`config.mk`:
```
export PLATFORM = sky130hd
export DESIGN_NAME = ea_gen_unit
export DESIGN_NICKNAME = d
export VERILOG_FILES = /design/src/rtl/eag_pkg.sv /design/src/rtl/eag_fwd.sv /design/src/rtl/eag_calc.sv /design/src/rtl/eag_seq.sv /design/src/rtl/ea_gen_unit.sv
export SDC_FILE = /design/constraint.sdc
export NUM_CORES = 1
export LEC_CHECK = 0
export ABC_AREA = 1
export CAP_MARGIN = 20
export CORE_ASPECT_RATIO = 1.25
export CORE_MARGIN = 3
export CORE_UTILIZATION = 44
export DETAILED_ROUTE_END_ITERATION = 8
export PLACE_DENSITY = 0.83
export SLEW_MARGIN = 20
export SYNTH_ARGS = -nofsm -noshare
export SYNTH_HDL_FRONTEND = slang
export SYNTH_SLANG_ARGS = --single-unit
```
`constraint.sdc`:
```
create_clock -name clk -period 8.35 [get_ports clk]
set_input_delay 0.835 -clock clk [delete_from_list [all_inputs] [get_ports clk]]
set_output_delay 0.835 -clock clk [all_outputs]
set_load 0.005 [all_outputs]
```
`src/rtl/eag_pkg.sv`:
```
package eag_pkg;
  localparam int MODE_W = 4;
  localparam int KIND_W = 2;

  typedef enum logic [MODE_W-1:0] {
    AM_IMM   = 4'd0,
    AM_REG   = 4'd1,
    AM_ABS   = 4'd2,
    AM_RIND  = 4'd3,
    AM_MIND  = 4'd4,
    AM_IDX   = 4'd5,
    AM_BIDX  = 4'd6,
    AM_BIDXO = 4'd7,
    AM_REL   = 4'd8,
    AM_PINC  = 4'd9,
    AM_PDEC  = 4'd10
  } am_mode_e;

  localparam logic [MODE_W-1:0] AM_LAST = 4'd10;

  typedef enum logic [KIND_W-1:0] {
    K_ADDR = 2'd0,
    K_IMM  = 2'd1,
    K_REG  = 2'd2
  } res_kind_e;
endpackage

```
`src/rtl/eag_fwd.sv`:
```
module eag_fwd #(
  parameter int DW  = 32,
  parameter int RIW = 3,
  parameter int NP  = 2
) (
  input  logic [NP-1:0][RIW-1:0] rd_idx,
  input  logic [NP-1:0][DW-1:0]  rd_data,
  input  logic                   wb_en,
  input  logic [RIW-1:0]         wb_idx,
  input  logic [DW-1:0]          wb_data,
  output logic [NP-1:0][DW-1:0]  rd_val
);
  for (genvar p = 0; p < NP; p++) begin : g_port
    always_comb begin
      if (wb_en && (wb_idx == rd_idx[p])) rd_val[p] = wb_data;
      else                                rd_val[p] = rd_data[p];
    end
  end
endmodule

```
`src/rtl/eag_calc.sv`:
```
module eag_calc
  import eag_pkg::*;
#(
  parameter int DW  = 32,
  parameter int RIW = 3,
  parameter int XW  = 16
) (
  input  logic [MODE_W-1:0] mode,
  input  logic [RIW-1:0]    ri,
  input  logic [DW-1:0]     ra,
  input  logic [DW-1:0]     rb,
  input  logic [XW-1:0]     disp,
  input  logic [DW-1:0]     pc,
  input  logic              word,
  output logic              legal,
  output logic              needs_mem,
  output logic [KIND_W-1:0] kind,
  output logic [DW-1:0]     value,
  output logic              wb_en,
  output logic              wb_inc,
  output logic [DW-1:0]     wb_data,
  output logic [DW-1:0]     step,
  output logic [DW-1:0]     xsext
);
  localparam int WORD_BYTES = DW / 8;

  logic [DW-1:0] dec_val;

  assign xsext   = {{(DW-XW){disp[XW-1]}}, disp};
  assign step    = word ? DW'(WORD_BYTES) : DW'(1);
  assign dec_val = ra - step;
  assign legal   = (mode <= AM_LAST);

  always_comb begin
    kind      = K_ADDR;
    value     = '0;
    wb_en     = 1'b0;
    wb_inc    = 1'b0;
    wb_data   = '0;
    needs_mem = 1'b0;
    case (mode)
      AM_IMM:   begin kind = K_IMM; value = xsext; end
      AM_REG:   begin kind = K_REG; value = {{(DW-RIW){1'b0}}, ri}; end
      AM_ABS:   value = xsext;
      AM_RIND:  value = ra;
      AM_MIND:  needs_mem = 1'b1;
      AM_IDX:   value = ra + xsext;
      AM_BIDX:  value = ra + rb;
      AM_BIDXO: value = ra + rb + xsext;
      AM_REL:   value = pc + xsext;
      AM_PINC:  begin value = ra; wb_en = 1'b1; wb_inc = 1'b1; wb_data = ra + step; end
      AM_PDEC:  begin value = dec_val; wb_en = 1'b1; wb_data = dec_val; end
      default:  value = '0;
    endcase
  end
endmodule

```
`src/rtl/eag_seq.sv`:
```
module eag_seq
  import eag_pkg::*;
#(
  parameter int DW  = 32,
  parameter int RIW = 3
) (
  input  logic              clk,
  input  logic              rst,
  input  logic              req_valid,
  input  logic [RIW-1:0]    req_ri,
  input  logic              legal,
  input  logic              needs_mem,
  input  logic [KIND_W-1:0] kind,
  input  logic [DW-1:0]     value,
  input  logic              wb_en,
  input  logic              wb_inc,
  input  logic [DW-1:0]     wb_data,
  input  logic [DW-1:0]     step,
  input  logic [DW-1:0]     xsext,
  input  logic [DW-1:0]     mem_rd_data,
  input  logic              mem_rd_valid,
  output logic              busy,
  output logic              mem_rd_en,
  output logic [DW-1:0]     mem_rd_addr,
  output logic              rf_we,
  output logic [RIW-1:0]    rf_widx,
  output logic [DW-1:0]     rf_wdata,
  output logic              out_valid,
  output logic [KIND_W-1:0] out_kind,
  output logic [DW-1:0]     out_value
);
  typedef enum logic {S_IDLE, S_WAIT} st_e;
  st_e           st;
  logic          inc_q;
  logic [DW-1:0] step_q;

  assign busy      = (st == S_WAIT);
  assign mem_rd_en = (st == S_WAIT);

  always_ff @(posedge clk) begin
    if (rst) begin
      st          <= S_IDLE;
      out_valid   <= 1'b0;
      out_kind    <= K_ADDR;
      out_value   <= '0;
      rf_we       <= 1'b0;
      rf_widx     <= '0;
      rf_wdata    <= '0;
      mem_rd_addr <= '0;
      inc_q       <= 1'b0;
      step_q      <= '0;
    end else begin
      out_valid <= 1'b0;
      rf_we     <= 1'b0;
      case (st)
        S_IDLE: begin
          if (req_valid && legal) begin
            if (needs_mem) begin
              st          <= S_WAIT;
              mem_rd_addr <= xsext;
            end else begin
              out_valid <= 1'b1;
              out_kind  <= kind;
              out_value <= value;
              rf_we     <= wb_en;
              rf_widx   <= req_ri;
              rf_wdata  <= wb_data;
              inc_q     <= wb_inc;
              step_q    <= step;
            end
          end
        end
        S_WAIT: begin
          if (mem_rd_valid) begin
            st        <= S_IDLE;
            out_valid <= 1'b1;
            out_kind  <= K_ADDR;
            out_value <= mem_rd_data;
          end
        end
        default: st <= S_IDLE;
      endcase
    end
  end

  AST_WB_WITH_RESULT: assert property (@(posedge clk) disable iff (rst)
    rf_we |-> out_valid && (out_kind == K_ADDR));
  AST_PINC_STEP: assert property (@(posedge clk) disable iff (rst)
    (rf_we && inc_q) |-> ((rf_wdata - out_value) == step_q));
  AST_PDEC_SAME: assert property (@(posedge clk) disable iff (rst)
    (rf_we && !inc_q) |-> (rf_wdata == out_value));
  AST_MRD_ADDR_HELD: assert property (@(posedge clk) disable iff (rst)
    (mem_rd_en && $past(mem_rd_en)) |-> $stable(mem_rd_addr));
  AST_WAIT_NO_RESULT: assert property (@(posedge clk) disable iff (rst)
    (busy && !mem_rd_valid) |=> !out_valid);
  AST_WAIT_NO_WB: assert property (@(posedge clk) disable iff (rst)
    busy |-> !rf_we);
endmodule

```
`src/rtl/ea_gen_unit.sv`:
```
module ea_gen_unit
  import eag_pkg::*;
#(
  parameter int DW  = 32,
  parameter int RIW = 3,
  parameter int XW  = 16
) (
  input  logic              clk,
  input  logic              rst,
  input  logic              req_valid,
  input  logic [MODE_W-1:0] req_mode,
  input  logic [RIW-1:0]    req_ri,
  input  logic [RIW-1:0]    req_rj,
  input  logic [XW-1:0]     req_disp,
  input  logic [DW-1:0]     req_pc,
  input  logic              req_word,
  output logic              busy,
  output logic [RIW-1:0]    rf_ra_idx,
  input  logic [DW-1:0]     rf_ra_data,
  output logic [RIW-1:0]    rf_rb_idx,
  input  logic [DW-1:0]     rf_rb_data,
  output logic              rf_we,
  output logic [RIW-1:0]    rf_widx,
  output logic [DW-1:0]     rf_wdata,
  output logic              mem_rd_en,
  output logic [DW-1:0]     mem_rd_addr,
  input  logic [DW-1:0]     mem_rd_data,
  input  logic              mem_rd_valid,
  output logic              out_valid,
  output logic [KIND_W-1:0] out_kind,
  output logic [DW-1:0]     out_value
);
  logic [1:0][RIW-1:0] rd_idx;
  logic [1:0][DW-1:0]  rd_raw, rd_fwd;
  logic                legal, needs_mem, wb_en, wb_inc;
  logic [KIND_W-1:0]   kind;
  logic [DW-1:0]       value, wb_data, step, xsext;

  assign rf_ra_idx = req_ri;
  assign rf_rb_idx = req_rj;
  assign rd_idx    = {req_rj, req_ri};
  assign rd_raw    = {rf_rb_data, rf_ra_data};

  eag_fwd #(.DW(DW), .RIW(RIW), .NP(2)) u_fwd (
    .rd_idx(rd_idx), .rd_data(rd_raw), .wb_en(rf_we),
    .wb_idx(rf_widx), .wb_data(rf_wdata), .rd_val(rd_fwd)
  );

  eag_calc #(.DW(DW), .RIW(RIW), .XW(XW)) u_calc (
    .mode(req_mode), .ri(req_ri), .ra(rd_fwd[0]), .rb(rd_fwd[1]),
    .disp(req_disp), .pc(req_pc), .word(req_word),
    .legal(legal), .needs_mem(needs_mem), .kind(kind), .value(value),
    .wb_en(wb_en), .wb_inc(wb_inc), .wb_data(wb_data), .step(step),
    .xsext(xsext)
  );

  eag_seq #(.DW(DW), .RIW(RIW)) u_seq (
    .clk(clk), .rst(rst), .req_valid(req_valid), .req_ri(req_ri),
    .legal(legal), .needs_mem(needs_mem), .kind(kind), .value(value),
    .wb_en(wb_en), .wb_inc(wb_inc), .wb_data(wb_data), .step(step),
    .xsext(xsext), .mem_rd_data(mem_rd_data), .mem_rd_valid(mem_rd_valid),
    .busy(busy), .mem_rd_en(mem_rd_en), .mem_rd_addr(mem_rd_addr),
    .rf_we(rf_we), .rf_widx(rf_widx), .rf_wdata(rf_wdata),
    .out_valid(out_valid), .out_kind(out_kind), .out_value(out_value)
  );

  AST_RESERVED_QUIET: assert property (@(posedge clk) disable iff (rst)
    (!busy && req_valid && (req_mode > AM_LAST)) |=> (!out_valid && !rf_we && !mem_rd_en));
  AST_IMM_NO_SIDE: assert property (@(posedge clk) disable iff (rst)
    (!busy && req_valid && (req_mode == AM_IMM)) |=> (out_valid && !rf_we && !mem_rd_en));
  AST_MIND_STARTS: assert property (@(posedge clk) disable iff (rst)
    (!busy && req_valid && (req_mode == AM_MIND)) |=> (mem_rd_en && busy && !out_valid));
endmodule

```
== After elaboration in Yosys (flattened, before gate mapping) ==
Cells that the tools add are included.
Storage, ports and cells
  bits in registers: 88
  input bits: 159
  word-level logic and storage cells: 68
Cells by class
  muxes and demuxes: 24
  reduce and logical (&&, ||, !) cells: 11
  eq/ne operators: 15
  bitwise gates (word level): 3
  order comparisons: 1
  add/sub/neg operators: 6
Operators by type and width (count)
  32-bit one-hot mux with 8 select lines: 1
  32-bit adder: 5
  32-bit two-way mux: 5
  32-bit one-hot mux with 2 select lines: 2
  32-bit subtractor: 1
  4-bit by 3-bit equality test with 1-bit output, second input constant: 4
  4-bit equality test, second input constant: 3
  3-bit AND reduction: 3
  4-bit by 2-bit equality test with 1-bit output, second input constant: 2
  1-bit two-way mux: 8
  2-bit one-hot mux with 2 select lines: 2
  3-bit equality test: 2
  2-bit two-way mux: 3
  2-bit OR reduction: 3
  4-bit by 1-bit equality test with 1-bit output, second input constant: 1
  4-bit <= comparator, second input constant: 1
  4-bit zero test: 1
  2-bit inequality test, second input constant: 2
  1-bit one-hot mux with 2 select lines: 2
  4-bit OR reduction: 1
  1-bit logical AND: 3
  3-bit two-way mux: 1
  1-bit inverter: 3
  2-bit by 1-bit inequality test with 1-bit output, second input constant: 1

== Logic depth before layout (Yosys ltp) ==
  depth after elaboration: 9
  mapped depth: 44

== By module ==
Synthesis repeated with hierarchy kept, for this count alone.
Second synthesis, totals
  cell total of the unflattened synthesis: 2265
  area, all modules: 12971.2 um2
Modules (own cells, without submodules)
  eag_calc: instances 1, cells each 1388, area each 7449.6 um2, sequential area each 0.0 um2
  eag_seq: instances 1, cells each 630, area each 4301.6 um2, sequential area each 2082.0 um2
  eag_fwd: instances 1, cells each 241, area each 1174.9 um2, sequential area each 0.0 um2
  ea_gen_unit: instances 1, cells each 6, area each 45.0 um2, sequential area each 0.0 um2

== Worst setup path before layout ==
Ideal clock, no wire load.
  path kind: input to register
  start: in req_ri[1]
  end: reg u_seq.out_value[25]
  path slack: 2.552 ns
  buffers on the path: 3
  required time: 8.231 ns
  stages on the path: 43
  arrival time: 5.679 ns
  cell sequence: inv_1 nand2_1 nand2_1 nor2_4 nand2_4 buf_6 buf_6 buf_2 o21ai_0 ha_1 fa_1 nand3_1 nand2_1 a21oi_1 o21ai_0 nand3_1 nand3_1 nand2_1 (+7 left out) a21oi_1 o21ai_0 a21oi_1 inv_1 a31oi_1 inv_1 nand2_1 o211ai_1 nand2_1 nand3_1 nand2_1 nand2_1 o21ai_0 a21oi_1 nor2_1 nand3_1 nand2_1 a21oi_1
Between the ends
  word-level cells in the longest chain between the ends: 9
RTL lines
  from (decl): RTL line ea_gen_unit.sv:12  | input logic [RIW-1:0] req_ri,
  3-bit equality test *: RTL line eag_fwd.sv:15  | if (wb_en && (wb_idx == rd_idx[p])) rd_val[p] = wb_data;
  1-bit logical AND *: RTL line eag_fwd.sv:15
  32-bit two-way mux *: RTL line eag_fwd.sv:15
  32-bit adder: RTL line eag_calc.sv:48, eag_calc.sv:49
  32-bit adder: RTL line eag_calc.sv:49  | AM_BIDXO: value = ra + rb + xsext;
  32-bit one-hot mux with 8 select lines *: RTL line eag_calc.sv:41  | case (mode)
  32-bit two-way mux *: RTL line eag_seq.sv:58  | if (needs_mem) begin
  32-bit two-way mux *: RTL line eag_seq.sv:57  | if (req_valid && legal) begin
  32-bit one-hot mux with 2 select lines *: RTL line eag_seq.sv:55  | case (st)
  to (signal assigned): RTL line eag_seq.sv:64  | out_value <= value;
  to (signal assigned): RTL line eag_seq.sv:78  | out_value <= mem_rd_data;
  to (decl): RTL line eag_seq.sv:30  | output logic [DW-1:0] out_value
Every way passes the cells marked *; elsewhere a longest branch is shown, timed or not. The select of a mux whose other input is x is not followed.
A chain may end at the register's enable or synchronous reset.

== Worst setup path after layout ==
  start: in req_ri[2]
  end: reg u_seq.out_value[25]
The elaborated chain is that of the path after synthesis.

==> impl_metrics.json <==
{
  "status": "finished clean",
  "synthesis.area_per_instance_um2": 5.92,
  "power.static_leakage_nw": 6.12,
  "placementRows": 64,
  "yosysWarnings": 0,
  "nets": 2328,
  "die-height_um": 184,
  "synth_cell_type_count": 63,
  "min-delay-start": "u_seq.out_kind[0]$_SDFFE_PP0P_",
  "drt-wirelength-per-cell_um": 20.7,
  "crit_required_ns": 8.60,
  "cts.sinks": 88,
  "critPathCaptureType": "register",
  "timing.setup.tns_ns": 0,
  "die_footprint_mm2": 0.0274,
  "minimum_setup_slack_after_placement_ns": 1.35,
  "clk-insertion-delay-late_ns": 0.37,
  "num_antenna_cells": 0,
  "cts_post_setup_buffers_inserted": 0,
  "synth-edff-count": 0,
  "first_pass_grt_wire_length_um": 76000,
  "route.final.wire_length_um": 50300,
  "io_pins": 270,
  "count_of_input_and_output_buffers": 269,
  "grt_setup_unrepaired": "false",
  "synthesis.instances": 1889,
  "critPathArrivalTime_ns": 7.05,
  "globalRouteTotalUtil": 0.356,
  "worst_hold_path_type": "register to register",
  "first_global_vias": 13700,
  "cp-start-kind": "primary input",
  "routed_via_density": 5.91,
  "hpwlAfterDp_um": 40600,
  "final_skew_ns": 0.0126,
  "synth_area_mm2": 0.0112,
  "power.density_cell_area_mw_per_mm2": 120,
  "setup_slack_ns": 1.55,
  "floorplan.core_area_mm2": 0.0247,
  "final_layout_size_suffix_gt1_frac": 0.0656,
  "grt_antenna_before_repair": 0,
  "syn_nets": 2117,
  "layout.cells.most_common_list": "382 x sky130_fd_sc_hd__nand2_1, 269 x sky130_fd_sc_hd__clkdlybuf4s50_1, 226 x sky130_fd_sc_hd__inv_1",
  "grt.overflow.total": 0,
  "cts-root-to-sink-buffers": 2,
  "postCtsHoldBufs": 0,
  "num-fill-cells": 2480,
  "final.hold.worst_slack_ns": 0.480,
  "critical-path-max-stage-delay_ns": 0.61,
  "beginning_of_the_critical_path": "req_ri[2]",
  "clk_pin_slew_worst_paths_ns": 0.07,
  "postRouteAntennaNets": 0,
  "die_w_um": 149,
  "routabilityCongestion": 0.999,
  "setup_viol": 0,
  "layout_commonest_cell": "sky130_fd_sc_hd__nand2_1",
  "worst-path-max-fanout": 18,
  "r2r_start": "u_seq.rf_widx[2]$_SDFFE_PP0P_",
  "max_cap_violations": 0,
  "drcViolationCount": 0,
  "finalWorstPathRequiredPeriod_ns": 6.80,
  "tritoncts.num_buffers": 9,
  "numPlacedInstances": 2419,
  "num_vias": 14400,
  "cts-root-buf": "sky130_fd_sc_hd__clkbuf_16",
  "timing_max_transition_violations_final": 0,
  "vdd_ir_drop_max_uv": 135,
  "synth_largest_area_cell": "sky130_fd_sc_hd__dfxtp_1",
  "area_delta_synth_final_pct": 28.3,
  "critical_path_class": "primary input to register",
  "synth.yosys.seq_area_share": 0.157,
  "maxSlewHeadroom": 0.285,
  "critical_path.most_common_cell": "sky130_fd_sc_hd__nand2_1",
  "number_of_cells_upsized_or_downsized_after_cts": 0,
  "ys_async_sr_fraction": 0,
  "max_freq_ghz": 0.147,
  "detailedRoute.firstPassIterationCount": 8,
  "hold_viol": 0,
  "post_synth_main_area_contributors": "sky130_fd_sc_hd__dfxtp_1 16%, sky130_fd_sc_hd__nand2_1 13%, sky130_fd_sc_hd__o21ai_0 9.3%, sky130_fd_sc_hd__a21oi_1 8.0%, sky130_fd_sc_hd__inv_1 7.6%",
  "drt_first_iter_violations": 1249,
  "final.period_utilization": 0.814,
  "h-tree-depth": 3,
  "instances_no_fill": 2435,
  "start_util": 0.452,
  "critPathSlowestCell": "sky130_fd_sc_hd__o21ai_0",
  "prevailing_post_synth_register_cell": "sky130_fd_sc_hd__dfxtp_1",
  "tightest_slew_ns": 1.07,
  "post-synth-top-area-fraction": 0.157,
  "grt_start_max_net_pins": 76,
  "register_bit_count_reported_by_yosys": 88,
  "tritoncts_clock_tree": "built"
}
[per-layer routing]
layer | wire [um] | vias to the layer above | track usage
li1 | - | 6809 | -
met1 | 18600 | 6561 | 0.407
met2 | 23800 | 816 | 0.611
met3 | 3620 | 206 | 0.0406
met4 | 4300 | 0 | 0.263
met5 | 0 | - | 0
[state kept, by name (all words and copies together) (netlist names)]
register and flops:
u_seq.out_valid 1, u_seq.busy 1, u_seq.rf_widx 3, u_seq.out_value 32, u_seq.mem_rd_addr 16, u_seq.rf_wdata 32
u_seq.rf_we 1, u_seq.out_kind 2
[where the power goes]
part | internal (mW) | switching [mW] | leakage [nW]
combinational | 0.304 | 0.445 | 5.23
clock | 0.296 | 0.203 | 0.171
sequential | 0.448 | 0.0249 | 0.722
[layout make-up]
type	count	area [um2]	share of cell area
Timing Repair Buffer	285	2810	0.196
Multi-Input combinational cell	1461	8060	0.561
Inverter	255	960	0.0668
Tap cell	330	413	0.0288
Clock inverter	7	125	0.00872
Sequential cell	88	1760	0.123
Clock buffer	9	225	0.0157
[cell families after synthesis]
group / Yosys count / share of synthesized area
flip-flops: 88 / 0.157
multiplexers: 10 / 0.0101
AND/OR/NAND/NOR: 790 / 0.307
AO/OA/AOI/OAI: 562 / 0.298
adder cells (fa/ha/maj): 69 / 0.0785
XOR/XNOR: 30 / 0.0235
buffers and inverters: 340 / 0.126
[final timing paths]
check | end | cells after the start | slack (ns)
setup reg to reg | u_seq.out_value[25]$_SDFFE_PP0P_ | 39 | 2.16
hold / removal | u_seq.out_kind[0]$_SDFFE_PP0P_ | 2 | 0.48
setup / recovery | u_seq.out_value[25]$_SDFFE_PP0P_ | 40 | 1.55
hold reg to reg | u_seq.out_kind[0]$_SDFFE_PP0P_ | 2 | 0.48
[metrics by stage]
| stage | total power [mW] | area (um2) | utilization |
|---|---|---|---|
| 6_report | 1.72 | 14400 | 0.580 |
| 5_1_grt | 1.81 | 14400 | 0.580 |
| 4_1_cts | 1.71 | 14400 | 0.580 |
| 3_5_place_dp | 1.21 | 14000 | 0.566 |
| 3_3_place_gp | 1.21 | 14000 | 0.566 |
| 2_1_floorplan | 0.911 | 11200 | - |
[cell usage after synthesis, types with 11 or more instances]
library cell,instances
sky130_fd_sc_hd__inv_1,227
sky130_fd_sc_hd__inv_2,22
sky130_fd_sc_hd__o21ai_2,13
sky130_fd_sc_hd__o21ai_1,22
sky130_fd_sc_hd__clkbuf_1,52
sky130_fd_sc_hd__buf_4,24
sky130_fd_sc_hd__nor3_1,26
sky130_fd_sc_hd__or2_2,13
sky130_fd_sc_hd__xnor2_1,11
sky130_fd_sc_hd__o211ai_1,54
sky130_fd_sc_hd__nand4_1,19
sky130_fd_sc_hd__nand3_1,116
sky130_fd_sc_hd__ha_1,67
sky130_fd_sc_hd__xor2_1,19
sky130_fd_sc_hd__nor2_1,182
sky130_fd_sc_hd__o21ai_0,207
sky130_fd_sc_hd__nand2_1,382
sky130_fd_sc_hd__a21oi_1,180
sky130_fd_sc_hd__dfxtp_1,88
[critical path: cells and delay by family]
kind                       cells  cell delay [ns]
buffers and inverters          4             0.76
xor gates and xnor gates       1             0.19
adders and majority gates      2             0.65
and+or+nand+nor               20             2.09
AOI/OAI and AO/OA             13             2.51
No activity file was read; power rests on OpenSTA's default activity.
